===== src/rtl/lqic_pkg.sv =====
// Package: shared verdict type for the load queue issue controller.
// Assumes nothing beyond standard SystemVerilog enum support.
package lqic_pkg;

    // Per-lane outcome of the issue decision in one cycle
    typedef enum logic [1:0] {
        GATE_IDLE         = 2'd0,
        GATE_SEND         = 2'd1,
        GATE_UNCACHE_HOLD = 2'd2,
        GATE_PORT_BUSY    = 2'd3
    } gate_e;

endpackage


===== src/rtl/lqic_ring.sv =====
// Module: circular load queue holding sequence numbers in program order.
// Frees an older-than prefix on commit and a younger-than suffix on squash.
// Assumes DEPTH is a power of two and sequence numbers rise monotonically
// without wrapping while loads are in flight. One slot is always left free.
module lqic_ring #(
    parameter int DEPTH = 8,
    parameter int SEQ_W = 16,
    parameter int IDX_W = 3,
    parameter int CNT_W = 4
) (
    input  logic                         clk,
    input  logic                         rst_n,
    input  logic                         alloc_valid,
    input  logic [SEQ_W-1:0]             alloc_seq,
    input  logic                         commit_valid,
    input  logic [SEQ_W-1:0]             commit_seq,
    input  logic                         squash_valid,
    input  logic [SEQ_W-1:0]             squash_seq,
    output logic                         alloc_ready,
    output logic [IDX_W-1:0]             alloc_idx,
    output logic [IDX_W-1:0]             head_idx,
    output logic [CNT_W-1:0]             count,
    output logic                         full,
    output logic [DEPTH-1:0][SEQ_W-1:0]  seq_table
);

    logic [DEPTH-1:0][SEQ_W-1:0] seq_q;
    logic [IDX_W-1:0]            head_q;
    logic [CNT_W-1:0]            cnt_q;
    logic [DEPTH-1:0][IDX_W-1:0] slot_at;
    logic [CNT_W-1:0]            n_retire;
    logic [CNT_W-1:0]            n_drop;
    logic [CNT_W:0]              n_removed;
    logic [CNT_W-1:0]            cnt_kept;
    logic                        alloc_fire;

    // Slot address of the i-th oldest entry
    for (genvar i = 0; i < DEPTH; i++) begin : g_slot
        assign slot_at[i] = head_q + IDX_W'(i);
    end

    // Count entries freed by commit (from head) and by squash (from tail)
    always_comb begin
        n_retire = '0;
        n_drop   = '0;
        for (int i = 0; i < DEPTH; i++) begin
            if (CNT_W'(i) < cnt_q) begin
                if (commit_valid && (seq_q[slot_at[i]] < commit_seq))
                    n_retire = n_retire + CNT_W'(1);
                if (squash_valid && (seq_q[slot_at[i]] > squash_seq))
                    n_drop = n_drop + CNT_W'(1);
            end
        end
    end

    // Occupancy that survives this cycle's removals
    always_comb begin
        n_removed = {1'b0, n_retire} + {1'b0, n_drop};
        if (n_removed >= {1'b0, cnt_q})
            cnt_kept = '0;
        else
            cnt_kept = cnt_q - n_removed[CNT_W-1:0];
    end

    // Full and allocation acceptance use the start-of-cycle occupancy
    assign full        = (cnt_q == CNT_W'(DEPTH - 1));
    assign alloc_ready = !full && !squash_valid;
    assign alloc_fire  = alloc_valid && alloc_ready;
    assign alloc_idx   = head_q + cnt_q[IDX_W-1:0];
    assign head_idx    = head_q;
    assign count       = cnt_q;
    assign seq_table   = seq_q;

    // Update storage, head pointer and occupancy
    always_ff @(posedge clk) begin
        if (!rst_n) begin
            seq_q  <= '0;
            head_q <= '0;
            cnt_q  <= '0;
        end else begin
            if (alloc_fire)
                seq_q[alloc_idx] <= alloc_seq;
            head_q <= head_q + n_retire[IDX_W-1:0];
            cnt_q  <= cnt_kept + CNT_W'(alloc_fire);
        end
    end

endmodule


===== src/rtl/lqic_issue_gate.sv =====
// Module: per-cycle issue decision for all execute lanes.
// Applies the uncacheable head-and-commit rule, then grants cache ports in
// ascending lane order up to CACHE_PORTS. Purely combinational: the port
// count restarts from zero every cycle. Assumes each valid lane names an
// occupied slot.
module lqic_issue_gate
    import lqic_pkg::*;
#(
    parameter int DEPTH       = 8,
    parameter int LANES       = 3,
    parameter int CACHE_PORTS = 2,
    parameter int SEQ_W       = 16,
    parameter int ADDR_W      = 32,
    parameter int IDX_W       = 3
) (
    input  logic [LANES-1:0]              exec_valid,
    input  logic [LANES-1:0][IDX_W-1:0]   exec_idx,
    input  logic [LANES-1:0][ADDR_W-1:0]  exec_addr,
    input  logic [LANES-1:0]              exec_uncache,
    input  logic [LANES-1:0]              exec_at_commit,
    input  logic [IDX_W-1:0]              head_idx,
    input  logic [DEPTH-1:0][SEQ_W-1:0]   seq_table,
    output logic [LANES-1:0]              req_valid,
    output logic [LANES-1:0][ADDR_W-1:0]  req_addr,
    output logic [LANES-1:0][SEQ_W-1:0]   req_seq,
    output logic [LANES-1:0]              resched,
    output logic [LANES-1:0]              fault
);

    localparam int PU_W = $clog2(LANES + CACHE_PORTS + 1);

    gate_e           verdict [LANES];
    logic [PU_W-1:0] ports_used;

    // Judge lanes in order, counting ports handed out in this cycle
    always_comb begin
        ports_used = '0;
        for (int l = 0; l < LANES; l++) begin
            if (!exec_valid[l])
                verdict[l] = GATE_IDLE;
            else if (exec_uncache[l] &&
                     !((exec_idx[l] == head_idx) && exec_at_commit[l]))
                verdict[l] = GATE_UNCACHE_HOLD;
            else if (ports_used >= PU_W'(CACHE_PORTS))
                verdict[l] = GATE_PORT_BUSY;
            else begin
                verdict[l] = GATE_SEND;
                ports_used = ports_used + PU_W'(1);
            end
        end
    end

    // Map each lane's verdict onto its request and status outputs
    for (genvar l = 0; l < LANES; l++) begin : g_lane
        assign req_valid[l] = (verdict[l] == GATE_SEND);
        assign resched[l]   = (verdict[l] == GATE_UNCACHE_HOLD) ||
                              (verdict[l] == GATE_PORT_BUSY);
        assign fault[l]     = (verdict[l] == GATE_UNCACHE_HOLD);
        assign req_addr[l]  = exec_addr[l];
        assign req_seq[l]   = seq_table[exec_idx[l]];
    end

endmodule


===== src/rtl/lqic_block_rec.sv =====
// Module: record of the oldest load whose cache request was refused.
// A refusal replaces the record when none is held, when a clear arrives in
// the same cycle, or when the refused load is older than the one held.
// Assumes sequence numbers do not wrap while a record is held.
module lqic_block_rec #(
    parameter int LANES = 3,
    parameter int SEQ_W = 16
) (
    input  logic                        clk,
    input  logic                        rst_n,
    input  logic [LANES-1:0]            req_valid,
    input  logic [LANES-1:0]            req_ready,
    input  logic [LANES-1:0][SEQ_W-1:0] req_seq,
    input  logic                        clr,
    input  logic                        handled_set,
    output logic                        blocked,
    output logic                        handled,
    output logic [SEQ_W-1:0]            bseq
);

    logic             blocked_q;
    logic             handled_q;
    logic [SEQ_W-1:0] bseq_q;
    logic             any_refused;
    logic [SEQ_W-1:0] oldest_seq;
    logic             take;

    // Find the oldest refused request in this cycle
    always_comb begin
        any_refused = 1'b0;
        oldest_seq  = '1;
        for (int l = 0; l < LANES; l++) begin
            if (req_valid[l] && !req_ready[l]) begin
                any_refused = 1'b1;
                if (req_seq[l] < oldest_seq)
                    oldest_seq = req_seq[l];
            end
        end
    end

    // Decide whether this cycle's refusal replaces the record
    assign take = any_refused && (!blocked_q || clr || (oldest_seq < bseq_q));

    // Hold the record, the blocked flag and the handled flag
    always_ff @(posedge clk) begin
        if (!rst_n) begin
            blocked_q <= 1'b0;
            handled_q <= 1'b0;
            bseq_q    <= '0;
        end else if (take) begin
            blocked_q <= 1'b1;
            handled_q <= 1'b0;
            bseq_q    <= oldest_seq;
        end else begin
            if (clr)
                blocked_q <= 1'b0;
            if (handled_set)
                handled_q <= 1'b1;
        end
    end

    assign blocked = blocked_q;
    assign handled = handled_q;
    assign bseq    = bseq_q;

endmodule


===== src/rtl/lq_issue_ctrl.sv =====
// Module: top of the load queue issue controller.
// Joins the circular queue, the per-lane issue gate and the blocked-load
// record. Assumes DEPTH is a power of two, at least 2.
module lq_issue_ctrl #(
    parameter int DEPTH       = 8,
    parameter int LANES       = 3,
    parameter int CACHE_PORTS = 2,
    parameter int SEQ_W       = 16,
    parameter int ADDR_W      = 32,
    localparam int IDX_W      = $clog2(DEPTH),
    localparam int CNT_W      = $clog2(DEPTH) + 1
) (
    input  logic                        clk,
    input  logic                        rst_n,
    input  logic                        alloc_valid,
    input  logic [SEQ_W-1:0]            alloc_seq,
    output logic                        alloc_ready,
    output logic [IDX_W-1:0]            alloc_idx,
    input  logic                        commit_valid,
    input  logic [SEQ_W-1:0]            commit_seq,
    input  logic                        squash_valid,
    input  logic [SEQ_W-1:0]            squash_seq,
    input  logic [LANES-1:0]            exec_valid,
    input  logic [LANES-1:0][IDX_W-1:0] exec_idx,
    input  logic [LANES-1:0][ADDR_W-1:0] exec_addr,
    input  logic [LANES-1:0]            exec_uncache,
    input  logic [LANES-1:0]            exec_at_commit,
    output logic [LANES-1:0]            cache_req_valid,
    output logic [LANES-1:0][ADDR_W-1:0] cache_req_addr,
    output logic [LANES-1:0][SEQ_W-1:0] cache_req_seq,
    input  logic [LANES-1:0]            cache_ready,
    output logic [LANES-1:0]            resched,
    output logic [LANES-1:0]            fault,
    input  logic                        blk_clear,
    input  logic                        blk_handled_set,
    output logic                        load_blocked,
    output logic                        blk_handled,
    output logic [SEQ_W-1:0]            blk_seq,
    output logic [CNT_W-1:0]            lq_count,
    output logic                        lq_full,
    output logic [IDX_W-1:0]            head_idx
);

    logic [DEPTH-1:0][SEQ_W-1:0] seq_table;

    // Queue storage and pointer management
    lqic_ring #(
        .DEPTH(DEPTH), .SEQ_W(SEQ_W), .IDX_W(IDX_W), .CNT_W(CNT_W)
    ) u_ring (
        .clk          (clk),
        .rst_n        (rst_n),
        .alloc_valid  (alloc_valid),
        .alloc_seq    (alloc_seq),
        .commit_valid (commit_valid),
        .commit_seq   (commit_seq),
        .squash_valid (squash_valid),
        .squash_seq   (squash_seq),
        .alloc_ready  (alloc_ready),
        .alloc_idx    (alloc_idx),
        .head_idx     (head_idx),
        .count        (lq_count),
        .full         (lq_full),
        .seq_table    (seq_table)
    );

    // Per-lane issue decision
    lqic_issue_gate #(
        .DEPTH(DEPTH), .LANES(LANES), .CACHE_PORTS(CACHE_PORTS),
        .SEQ_W(SEQ_W), .ADDR_W(ADDR_W), .IDX_W(IDX_W)
    ) u_gate (
        .exec_valid     (exec_valid),
        .exec_idx       (exec_idx),
        .exec_addr      (exec_addr),
        .exec_uncache   (exec_uncache),
        .exec_at_commit (exec_at_commit),
        .head_idx       (head_idx),
        .seq_table      (seq_table),
        .req_valid      (cache_req_valid),
        .req_addr       (cache_req_addr),
        .req_seq        (cache_req_seq),
        .resched        (resched),
        .fault          (fault)
    );

    // Oldest cache-refused load record
    lqic_block_rec #(
        .LANES(LANES), .SEQ_W(SEQ_W)
    ) u_blk (
        .clk         (clk),
        .rst_n       (rst_n),
        .req_valid   (cache_req_valid),
        .req_ready   (cache_ready),
        .req_seq     (cache_req_seq),
        .clr         (blk_clear),
        .handled_set (blk_handled_set),
        .blocked     (load_blocked),
        .handled     (blk_handled),
        .bseq        (blk_seq)
    );

endmodule


===== config.mk =====
export PLATFORM = sky130hd
export DESIGN_NAME = lq_issue_ctrl
export DESIGN_NICKNAME = d
export VERILOG_FILES = /design/src/rtl/lqic_pkg.sv /design/src/rtl/lqic_ring.sv /design/src/rtl/lqic_issue_gate.sv /design/src/rtl/lqic_block_rec.sv /design/src/rtl/lq_issue_ctrl.sv
export SDC_FILE = /design/constraint.sdc
export NUM_CORES = 1
export LEC_CHECK = 0
export BUFFER_PORTS_ARGS = -buffer_cell sky130_fd_sc_hd__buf_2
export CAP_MARGIN = 30
export CORE_ASPECT_RATIO = 0.9
export CORE_MARGIN = 8
export CORE_UTILIZATION = 60
export CTS_CLUSTER_SIZE = 10
export DETAILED_ROUTE_END_ITERATION = 10
export PLACE_DENSITY = 0.84
export SYNTH_ARGS = -nofsm -noshare
export SYNTH_HDL_FRONTEND = slang
export SYNTH_SLANG_ARGS = --single-unit

===== constraint.sdc =====
create_clock -name clk -period 12.85 [get_ports clk]
set_input_delay 2.57 -clock clk [delete_from_list [all_inputs] [get_ports clk]]
set_output_delay 2.57 -clock clk [all_outputs]
set_load 0.02 [all_outputs]

After elaboration in Yosys (flattened, before gate mapping)
Cells that the tools add are included.
{"block": "totals", "regBits": 153, "latch_bits": 0, "mem_bits_rw": 0, "mem_bits_ro": 0, "out_inout_bits": 183, "wordCells": 225, "mem_count": 0}
{"block": "op_classes", "n_addsub": 27, "mul": 0, "div_mod_pow": 0, "n_lt_le_gt_ge": 44, "n_eq_ne": 13, "shift": 0, "mux": 82, "bitwise": 1, "reduce_logical": 45}
{"operator": "$bmux 16 s3", "count": 11}
{"operator": "$mux 16", "count": 18}
{"operator": "$lt 16x16->1", "count": 11}
{"operator": "$bwmux 128", "count": 1}
{"operator": "$gt 16x16->1", "count": 8}
{"operator": "$mux 4", "count": 31}
{"operator": "$add 4x1->4 const B", "count": 14}
{"operator": "$demux 16 s3", "count": 1}
{"operator": "$lt 3x4->1 const B", "count": 12}
{"operator": "$logic_and 1x1->1", "count": 29}
{"operator": "$lt 16x16->1 const B", "count": 1}
{"operator": "$lt 3x4->1 const A", "count": 4}
{"operator": "$mux 2", "count": 8}
{"operator": "$add 3x3->3 const B", "count": 4}
{"operator": "$eq 2x2->1 const B", "count": 6}
{"operator": "$mux 3", "count": 4}
{"operator": "$eq 3x3->1", "count": 3}
{"operator": "$logic_not 1->1", "count": 9}
{"operator": "$lt 1x4->1 const A", "count": 2}
{"operator": "$lt 2x4->1 const A", "count": 2}
{"operator": "$mux 1", "count": 8}
{"operator": "$add 3x1->3 const B", "count": 2}
{"operator": "$add 3x2->3 const B", "count": 2}
{"operator": "$add 3x3->3", "count": 2}
{"operator": "other kinds (12)", "count": 19}

Logic depth before layout (Yosys ltp)
Gate-level depths: netlist (run 1).
{"block": "depth", "word_depth": 31, "mapped_depth": 56, "ltp_nobuf": 50}

Hierarchy
Synthesis (run 1) repeated with hierarchy kept, for this count alone.
{"block": "unflattened", "hier_cells": 2351, "area_unflattened_um2": 23224.8}
{"module": "lqic_ring", "n_inst": 1, "cells_per_inst": 1741, "area_per_inst_um2": 16729.8}
{"module": "lqic_issue_gate", "n_inst": 1, "cells_per_inst": 299, "area_per_inst_um2": 4135.2}
{"module": "lqic_block_rec", "n_inst": 1, "cells_per_inst": 311, "area_per_inst_um2": 2359.8}

Worst setup path before layout (run 1)
Ideal clock, no wire load.
{"block": "synth_path", "kind": "register to register", "from": "reg u_ring.head_q[1] (netlist: u_ring.head_idx[1])", "to": "reg u_ring.cnt_q[3] (netlist: u_ring.count[3])", "setup_time_ps": 64, "arrival_ps": 11420, "path_slack_ps": 1365, "stages_incl_launch_ff": 56, "path_cell_list": "dfxtp_1 buf_2 buf_4 buf_1 buf_1 inv_1 ha_1 buf_6 buf_1 mux4_2 nand2_1 nand2_1 ha_1 nor2b_1 o21a_1 o21a_1 o21a_1 o21a_1 (+20 left out) mux2_2 ha_1 mux2_2 ha_1 mux2_2 fa_1 xor2_1 ha_1 nor2b_1 o21ai_0 nand2_1 nor2_1 ha_1 nor3b_1 xor2_1 xnor2_1 nand2_1 nor2_1"}
{"block": "synth_via", "elab_chain_len": 31, "elab_cells_between_ends": 106, "classes_between": "add/sub: 24; order compare: 17; mux: 49; reduce/logical: 16"}
{"element": "start: declaration", "line_no": "lqic_ring.sv:28", "source": "logic [IDX_W-1:0] head_q;"}
{"element": "start signal: assignment", "line_no": "lqic_ring.sv:83", "source": "head_q <= head_q + n_retire[IDX_W-1:0];"}
{"element": "$bmux 16 s3", "line_no": "lqic_ring.sv:48, lqic_ring.sv:50"}
{"element": "$mux 16 (not written as such)", "line_no": "lqic_ring.sv:48, lqic_ring.sv:50"}
{"element": "$lt 16x16->1 / $gt 16x16->1 (equally long branches)", "line_no": "lqic_ring.sv:48, lqic_ring.sv:50"}
{"element": "$logic_and 1x1->1 (on tied branches)", "line_no": "lqic_ring.sv:48, lqic_ring.sv:50"}
{"element": "$mux 1 (on tied branches)", "line_no": "lqic_ring.sv:48, lqic_ring.sv:50"}
{"element": "$mux 4", "line_no": "lqic_ring.sv:47", "source": "if (CNT_W'(i) < cnt_q) begin"}
{"element": "$add 4x1->4 (on tied branches)", "line_no": "lqic_ring.sv:49, lqic_ring.sv:51"}
{"element": "$mux 4 (on tied branches)", "line_no": "lqic_ring.sv:48, lqic_ring.sv:50"}
{"element": "(+15 left out)"}
{"element": "$mux 4", "line_no": "lqic_ring.sv:47"}
{"element": "$add 4x1->4 (on tied branches)", "line_no": "lqic_ring.sv:49, lqic_ring.sv:51"}
{"element": "$mux 4 (on tied branches)", "line_no": "lqic_ring.sv:48, lqic_ring.sv:50"}
{"element": "$mux 4", "line_no": "lqic_ring.sv:47"}
{"element": "$add 4x4->5 *", "line_no": "lqic_ring.sv:58", "source": "n_removed = {1'b0, n_retire} + {1'b0, n_drop};"}
{"element": "$sub 4x4->4 / $ge 5x4->1 (equally long branches)", "line_no": "lqic_ring.sv:62, lqic_ring.sv:59"}
{"element": "$mux 4 *", "line_no": "lqic_ring.sv:59", "source": "if (n_removed >= {1'b0, cnt_q})"}
{"element": "$add 4x1->4 *", "line_no": "lqic_ring.sv:84", "source": "cnt_q <= cnt_kept + CNT_W'(alloc_fire);"}
{"element": "end signal: assignment", "line_no": "lqic_ring.sv:84"}
{"element": "end: declaration", "line_no": "lqic_ring.sv:29", "source": "logic [CNT_W-1:0] cnt_q;"}
Mark *: on every way between the ends. The rest lies on a longest branch, timed or not. The select of a mux whose other input is x is not followed.
A chain may end at the register's enable or synchronous reset.

Final worst setup path (run 1)
{"block": "layout_path", "from": "reg u_ring.head_q[0] (netlist: u_ring.head_idx[0])", "to": "reg u_ring.cnt_q[3] (netlist: u_ring.count[3])"}
The elaborated chain is that of the path after synthesis.

==> results of run 1 <==
==> layout make-up <==
type	instances	share of cell area, %
multi-input cells	1855	76.14
well taps	490	2.540
clock inverters	10	0.4977
inverters	100	1.555
diodes	2	0.02074
clock buffers	21	1.908
flip-flops and latches	153	12.73
repair buffers	198	4.609
==> kinds of logic after synthesis <==
group,count (synthesis)
and+or+nand+nor,644
muxes,496
AOI/OAI and AO/OA,339
buffers and inverters,332
adders and majority gates,328
DFF,153
xor gates and xnor gates,48
==> power by group <==
part / switching, mW / total, mW / internal [mW]
combinational: 1.01 / 1.80 / 0.783
clock: 0.217 / 0.513 / 0.296
sequential: 0.127 / 0.647 / 0.521
==> worst max-delay path by stage <==
| stage | end | cells past startpoint |
|---|---|---|
| 2_1_floorplan | u_ring.count[3] | 55 |
| 3_3_place_gp | u_blk.bseq[10] | 33 |
| 3_5_place_dp | u_blk.bseq[5] | 33 |
| 4_1_cts | u_ring.count[3] | 50 |
| 5_1_grt | u_ring.count[3] | 50 |
| 6_report | u_ring.count[3] | 50 |
==> sequential cells by signal (all words and copies together), names as in the netlist <==
| signal | count |
|---|---|
| u_blk.blocked | 1 |
| u_blk.bseq | 16 |
| u_blk.handled | 1 |
| u_ring.count | 4 |
| u_ring.head_idx | 3 |
| u_ring.seq_table | 128 |
==> metal layers <==
| metal | part of all wire, % | global-route usage, % | wire length, µm | up-vias |
|---|---|---|---|---|
| met1 | 37 | 43.84 | 29910 | 9766 |
| li1 | - | - | - | 8751 |
| met3 | 14 | 11.43 | 11090 | 326 |
| met2 | 43 | 52.23 | 34650 | 1554 |
| met5 | 0.016 | 0 | 13 | - |
| met4 | 5.4 | 17.11 | 4316 | 2 |
==> worst min-delay path: cells and delay by family, from the launching register on <==
kind / cells / cell delay [ns]
AOI/OAI and AO/OA: 1 / 0.09
DFF: 1 / 0.33
and+or+nand+nor: 1 / 0.11
==> cells in the final DEF, fill, tap and decap left out, drive strengths merged, types with 34 or more instances in the layout <==
| cell type | count |
|---|---|
| mux2 | 115 |
| inv | 101 |
| nor2 | 58 |
| buf | 198 |
| nor2b | 144 |
| nand3 | 34 |
| dfxtp | 153 |
| o21ai | 59 |
| mux4 | 225 |
| mux2i | 156 |
| nand4 | 41 |
| ha | 324 |
| a21oi | 60 |
| nand2 | 253 |
| a21o | 54 |
==> per-stage QoR <==
| stage | power [mW] | area [µm²] | utilization (%) | hold slack, ns |
|---|---|---|---|---|
| floorplan | 1.994 | 23030 | - | 0.5474 |
| global placement | 2.332 | 23480 | 61.61 | 0.5448 |
| detailed placement | 2.410 | 23530 | 61.73 | 0.5614 |
| CTS | 2.930 | 24110 | 63.25 | 0.5775 |
| global route | 3.131 | 24130 | 63.31 | 0.6103 |
| finish | 2.955 | 24130 | 63.32 | 0.5778 |
==> impl_metrics.yaml, run 1 <==
outcome:
  status: "complete, no violations"
die:
  fp.dieW_um: 222.5
  fp.dieH_um: 201.9
  die_area_um2: 44920
  fp-row-count: 68
  start_util_pct: 60.42
  coreArea_um2: 38120
  io_pins: 355
finish:
  syn2layout_area_growth_pct: 4.792
  multi_input_area_um2: 18380
  drive_gt1_share_pct: 25.59
  seqCellArea_um2: 3072
  fillCellCount: 2985
  nets: 2825
  final_cell_count_no_fill: 2829
synthesis:
  yosysTopAreaCell: "mux4_2"
  syn_avg_cell_area_um2: 9.842
  synth_area_um2: 23030
  synth_compound_area_share_pct: 10.56
  synth_xor_area_share_pct: 2.206
  syn_nets: 2840
  seq_area_frac_synth_pct: 13.30
  synth_top_family_by_area: "multiplexers"
  synthCells: 2340
  yosysTopAreaCellShare_pct: 21.90
  synth_fa_ha_area_share_pct: 17.95
  yosys-mux-area-fraction_pct: 34.42
  synth_cell_types: 86
  synthArstFlopShare_pct: 0
  ys.flop_type: "dfxtp_1"
  yosysMostFrequentCell: "ha_1"
  yosys-top-cells-area: "mux4_2, ha_1, dfxtp_1"
  ys_ff_latch: 153
  synth_edf_count: 0
  synthTopCellsByCount: "ha_1, nand2_1, mux4_2"
  synth_simple_gate_area_share_pct: 14.31
  ys_warn_count: 0
worst_hold_path:
  hold_path.class: "reg -> reg"
  hold-path-endpoint: "u_blk.handled"
  hold_start: "u_blk.handled"
  hold_path_depth: 2
worst_setup_path:
  reg2reg_depth: 50
  rr_endpoint: "u_ring.count[3]"
  arrival_ns: 12.00
  crit_path_frequent_cell: "ha_1"
  critPathMaxStageDelay_ns: 0.77
  critPathTopFamily: "adder cells"
  worstSetupPathType: "reg -> reg"
  end_kind: "flop"
  timing.rr.start: "u_ring.head_idx[0]"
  crit_fanout: 41
  setup.worst_path.start_class: "flop"
  critPathLaunch: "u_ring.head_idx[0]"
  crit_slowest_cell: "dfxtp_4"
  crit_buf_inv: 2
  rrSetupSlack_ns: 1.24
  cp.required_ns: 13.24
power_and_ir_drop:
  power_leakage_nw: 11.19
  powerDensity_nw_per_um2: 122.4
  peakVddDrop_mv: 0.1365
placed_design:
  place.gp.congestion: 1.060
  hpwl_um: 62030
  place_inst: 2795
  numPortBuffers: 162
  dpl_worst_slack_ns: 0.9822
route:
  drt_wl_total_um: 79990
  routedWlPerCell_um: 28.28
  post-route-drc-count: 0
  vias: 20400
  drtPass1Iterations: 6
  ant_nets: 0
  first_iter_violations: 2402
  vias_per_cell: 7.211
global_routing:
  grt_overflow: 0
  grt_pass1_wl_um: 121300
  grt_start_max_net_pins: 84
  antenna_found_initial: 2
  grt_use_total_pct: 34.50
  grt_pass1_vias: 20380
cts:
  clk_latency_ns: 0.46
  post_cts_buffers: 0
  cts_buffers: 17
  cts_buffer_depth: 2
  clock-sinks: 153
  path_clk_slew_ns: 0.07
  ctsResizeCount: 0
  hold_buffers: 0
  htreeDepth: 4
  root_buffer: "clkbuf_16"
  cts_tree: "done"
sta:
  rsz0062_at_grt: "false"
  maxSlewHeadroom_pct: 26.86
  setup_ws_ns: 1.239
  hold_viol: 0
  fin_skew_ns: 0.01280
  setup_viol_count_final: 0
  slew_violations: 0
  setup_tns_ns: 0
  finalCriticalPeriod_ns: 11.61
  tightest_slew_ns: 1.069
  fmax_mhz: 86.13
  fin_crit_sh_pct: 90.36
flow_run:
  maxCapViolations: 0
Note: power is estimated with default switching activity, not from simulation.
==> run 2, diff against run 1 <==
--- a/config.mk
+++ b/config.mk
@@ -12,7 +12,7 @@
 export CORE_UTILIZATION = 60
 export CTS_CLUSTER_SIZE = 10
 export DETAILED_ROUTE_END_ITERATION = 10
-export PLACE_DENSITY = 0.84
+export PLACE_DENSITY_LB_ADDON = 0.3
 export SYNTH_ARGS = -nofsm -noshare
 export SYNTH_HDL_FRONTEND = slang
 export SYNTH_SLANG_ARGS = --single-unit
==> constraint.sdc (replaced) <==
create_clock -name clk -period 12.85 [get_ports clk]
set_input_delay 3.855 -clock clk [delete_from_list [all_inputs] [get_ports clk]]
set_output_delay 3.855 -clock clk [all_outputs]
set_load 0.02 [all_outputs]
==> impl_metrics.yaml, run 2 (synthesized netlist as in run 1, its figures left out) <==
worst_setup_path:
  critPathLaunch: "squash_seq[1]"
  crit_buf_inv: 4
  crit_path_frequent_cell: "ha_1"
  setup.worst_path.start_class: "input pin"
  end_kind: "flop"
  endpoint: "u_ring.count[3]"
  reg2reg_depth: 48
  crit_cells: 46
  critPathMaxStageDelay_ns: 0.45
  arrival_ns: 12.73
  rr_endpoint: "u_ring.count[3]"
  timing.rr.start: "u_ring.head_idx[1]"
  cp.required_ns: 13.26
  critPathTopFamily: "adder cells"
  rrSetupSlack_ns: 1.72
  worstSetupPathType: "in -> reg"
  crit_fanout: 5
  crit_slowest_cell: "fa_1"
placed_design:
  place.gp.congestion: 1.024
  dpl_worst_slack_ns: 0.1474
  hpwl_um: 65170
  numPortBuffers: 162
cts:
  cts_tree: "done"
  path_clk_slew_ns: 0.08
  cts_buffer_depth: 2
  post_cts_buffers: 0
  clock-sinks: 153
  clk_latency_ns: 0.47
  ctsResizeCount: 0
  cts_buffers: 17
  root_buffer: "clkbuf_16"
  htreeDepth: 4
  hold_buffers: 0
route:
  first_iter_violations: 2254
  vias: 20150
  drt_wl_total_um: 82080
  routedWlPerCell_um: 28.78
  vias_per_cell: 7.066
  post-route-drc-count: 0
  drtPass1Iterations: 5
  ant_nets: 0
die:
  fp.dieH_um: 201.9
  fp-row-count: 68
  fp.dieW_um: 222.5
  start_util_pct: 60.42
  io_pins: 355
  coreArea_um2: 38120
  die_area_um2: 44920
finish:
  final_common_cell: "ha_1"
  final_cell_mix: "ha_1, nand2_1, mux4_2"
  drive_gt1_share_pct: 26.48
  syn2layout_area_growth_pct: 5.661
  largest_reg_flops: 128
  nets: 2847
worst_hold_path:
  hold_path.class: "reg -> reg"
sta:
  fmax_mhz: 81.13
  setup_ws_ns: 0.5243
  hold_viol: 0
  setup_tns_ns: 0
  finalCriticalPeriod_ns: 12.33
  slew_violations: 0
  tightest_slew_ns: 1.047
  fin_skew_ns: 0.01591
  fin_crit_sh_pct: 95.92
  setup_viol_count_final: 0
  maxSlewHeadroom_pct: 30.22
  rsz0062_at_grt: "false"
global_routing:
  grt_start_max_net_pins: 134
  grt_pass1_wl_um: 123300
  grt_overflow: 0
  grt_pass1_vias: 19660
  grt_use_total_pct: 35.51
  antenna_found_initial: 2
power_and_ir_drop:
  p_total_mw: 3.019
  powerDensity_nw_per_um2: 124.1
  power_leakage_nw: 11.31
  peakVddDrop_mv: 0.1506
outcome:
  status: "complete, no violations"
flow_run:
  maxCapViolations: 0
[run 2: power breakdown]
group          total (mW)  leakage, nW  switching [mW]  internal, mW
Sequential          0.631         1.24           0.111         0.520
Clock               0.526        0.287           0.263         0.262
Combinational        1.86         9.78            1.07         0.794
Total                3.02         11.3            1.44          1.58
[run 2: area by class of cell]
| class | count | area, µm² |
|---|---|---|
| inverter | 100 | 375.4 |
| antenna | 2 | 5.005 |
| tap | 490 | 613.1 |
| clock inverter | 15 | 181.4 |
| fill | 3101 | 13780 |
| timing repair buffer | 220 | 1286 |
| sequential | 153 | 3072 |
| multi-input combinational | 1855 | 18380 |
| clock buffer | 17 | 425.4 |
[run 2: per-layer routing]
layer	vias to the layer above	GRT usage (%)	share of wire, %
li1	8797	-	-
met1	9743	47.33	40
met5	-	0.5556	0
met4	0	14.36	4.2
met3	239	8.941	12
met2	1374	54.68	44
[run 2: worst reg2reg max path: cells and delay by family (launching register included)]
kind / cells / cell delay, ns
simple gates: 10 / 1.16
buf+inv: 3 / 0.25
flops: 1 / 0.50
mux: 6 / 2.31
xor+xnor: 3 / 0.55
compound gates: 14 / 2.43
fa+ha+maj: 12 / 3.87
[run 2: worst min path at each step]
| stage | startpoint | to | slack (ns) | depth (start not counted) |
|---|---|---|---|---|
| after floorplan | u_ring.seq_table[109] | u_ring.seq_table[109] | 0.55 | 2 |
| after global placement | u_blk.handled | u_blk.handled | 0.55 | 2 |
| after detailed placement | u_blk.handled | u_blk.handled | 0.56 | 2 |
| after CTS | u_blk.handled | u_blk.handled | 0.57 | 2 |
| after global routing | u_blk.handled | u_blk.handled | 0.62 | 2 |
| final | u_blk.handled | u_blk.handled | 0.57 | 2 |
[run 2: through the flow]
| step | area [µm²] | hold slack (ns) | utilization, % | cells |
|---|---|---|---|---|
| floorplan | 23030 | 0.5474 | - | 2340 |
| global placement | 23700 | 0.5485 | 62.18 | 2817 |
| detailed placement | 23700 | 0.5567 | 62.18 | 2817 |
| CTS | 24310 | 0.5734 | 63.78 | 2849 |
| global route | 24330 | 0.6197 | 63.84 | 2851 |
| finish | 24330 | 0.5667 | 63.84 | 2852 |
==> run 3, diff against run 2 <==
--- a/config.mk
+++ b/config.mk
@@ -8,11 +8,10 @@
 export BUFFER_PORTS_ARGS = -buffer_cell sky130_fd_sc_hd__buf_2
 export CAP_MARGIN = 30
 export CORE_ASPECT_RATIO = 0.9
-export CORE_MARGIN = 8
 export CORE_UTILIZATION = 60
 export CTS_CLUSTER_SIZE = 10
 export DETAILED_ROUTE_END_ITERATION = 10
-export PLACE_DENSITY_LB_ADDON = 0.3
+export PLACE_DENSITY = 0.81
 export SYNTH_ARGS = -nofsm -noshare
 export SYNTH_HDL_FRONTEND = slang
 export SYNTH_SLANG_ARGS = --single-unit
==> impl_metrics.yaml, run 3 (synthesized netlist as in run 1, its figures left out) <==
finish:
  final_common_cell: "ha_1"
  antenna_cells: 0
  final_util_pct: 64.68
  largest_reg_flops: 128
  drive_gt1_share_pct: 26.49
  syn2layout_area_growth_pct: 5.465
  final_cell_mix: "ha_1, nand2_1, mux4_2"
  seqCellArea_um2: 3072
  multi_input_area_um2: 18370
  fillCellCount: 2929
  nets: 2847
route:
  drtPass1Iterations: 9
  first_iter_violations: 2577
  routedWlPerCell_um: 28.05
  post-route-drc-count: 0
  vias: 20560
  vias_per_cell: 7.235
  ant_nets: 0
  drt_wl_total_um: 79720
cts:
  clock-sinks: 153
  path_clk_slew_ns: 0.07
  clk_latency_ns: 0.48
  htreeDepth: 4
  ctsResizeCount: 0
  cts_buffer_depth: 2
  cts_buffers: 17
  hold_buffers: 0
  post_cts_buffers: 0
  cts_tree: "done"
  root_buffer: "clkbuf_16"
global_routing:
  grt_start_max_net_pins: 106
  antenna_found_initial: 1
  grt_pass1_wl_um: 119900
  grt_use_total_pct: 40.51
  grt_pass1_vias: 19960
  grt_overflow: 0
worst_setup_path:
  crit_path_frequent_cell: "ha_1"
  crit_fanout: 5
  critPathTopFamily: "adder cells"
  worstSetupPathType: "in -> reg"
  setup.worst_path.start_class: "input pin"
  arrival_ns: 12.63
  critPathMaxStageDelay_ns: 0.63
  end_kind: "flop"
  cp.required_ns: 13.27
  crit_buf_inv: 4
  crit_slowest_cell: "fa_1"
sta:
  tightest_slew_ns: 1.000
  fin_crit_sh_pct: 94.98
  setup_tns_ns: 0
  maxSlewHeadroom_pct: 31.60
  fmax_mhz: 81.93
  finalCriticalPeriod_ns: 12.21
  slew_violations: 0
  rsz0062_at_grt: "false"
  hold_viol: 0
  fin_skew_ns: 0.01711
  setup_viol_count_final: 0
power_and_ir_drop:
  powerDensity_nw_per_um2: 123.3
  peakVddDrop_mv: 0.1665
  p_total_mw: 2.996
  power_leakage_nw: 11.30
die:
  fp-row-count: 67
  die_area_um2: 39170
  fp.dieH_um: 187.9
  start_util_pct: 61.32
  coreArea_um2: 37560
  io_pins: 355
  fp.dieW_um: 208.5
placed_design:
  hpwl_um: 61790
  numPortBuffers: 162
  place.gp.congestion: 1.032
flow_run:
  maxCapViolations: 0
outcome:
  status: "complete, no violations"
worst_hold_path:
  hold_path.class: "reg -> reg"
run 3: changes by cell type in the layout (fill, tap and decap cells not counted), sizes merged:
cell | before | now
clkinv | 7 | 1
diode | 2 | 0
inv | 106 | 105
bufinv | 0 | 2
clkinvlp | 2 | 3
clkbuf | 17 | 20
run 3: where the power goes:
| part | internal (mW) | switching, mW |
|---|---|---|
| Combinational | 0.786 | 1.03 |
| Clock | 0.298 | 0.232 |
| Sequential | 0.521 | 0.127 |
run 3: final cells by class:
type / count / area share, %
well taps: 483 / 2.488
repair buffers: 220 / 5.244
clock inverters: 11 / 0.5563
clock buffers: 20 / 1.880
inverters: 100 / 1.545
flip-flops and latches: 153 / 12.65
multi-input cells: 1855 / 75.64
run 3: final timing paths:
check	startpoint	to	slack, ns	cells past startpoint
worst max register to register	u_ring.head_idx[0]	u_ring.count[3]	1.24	48
worst max-delay path	squash_seq[1]	u_ring.count[3]	0.64	46
worst min-delay path	u_blk.handled	u_blk.handled	0.57	2
worst min register to register	u_blk.handled	u_blk.handled	0.57	2
run 3: per-stage QoR:
stage          hold slack (ns)  instance area (µm²)  instances  setup slack (ns)
2_1_floorplan           0.5474                23030       2340            0.8618
3_3_place_gp            0.5468                23700       2811            0.4306
3_5_place_dp            0.5467                23700       2811            0.2160
4_1_cts                 0.5568                24290       2842            0.7059
5_1_grt                 0.5743                24290       2842           0.02633
6_report                0.5662                24290       2842            0.6448
run 3: metal layers:
layer,vias to the layer above,wire length (µm),track usage (%)
met3,280,9972,9.580
met1,9909,30780,54.39
met2,1558,34970,61.65
met4,2,3984,18.97
met5,-,11,0
li1,8812,-,-
run 3: tightest hold or removal path: stages (launching register included):
cell     delay [ns]
dfxtp_1        0.31
o21ai_0        0.15
nor3_1         0.06
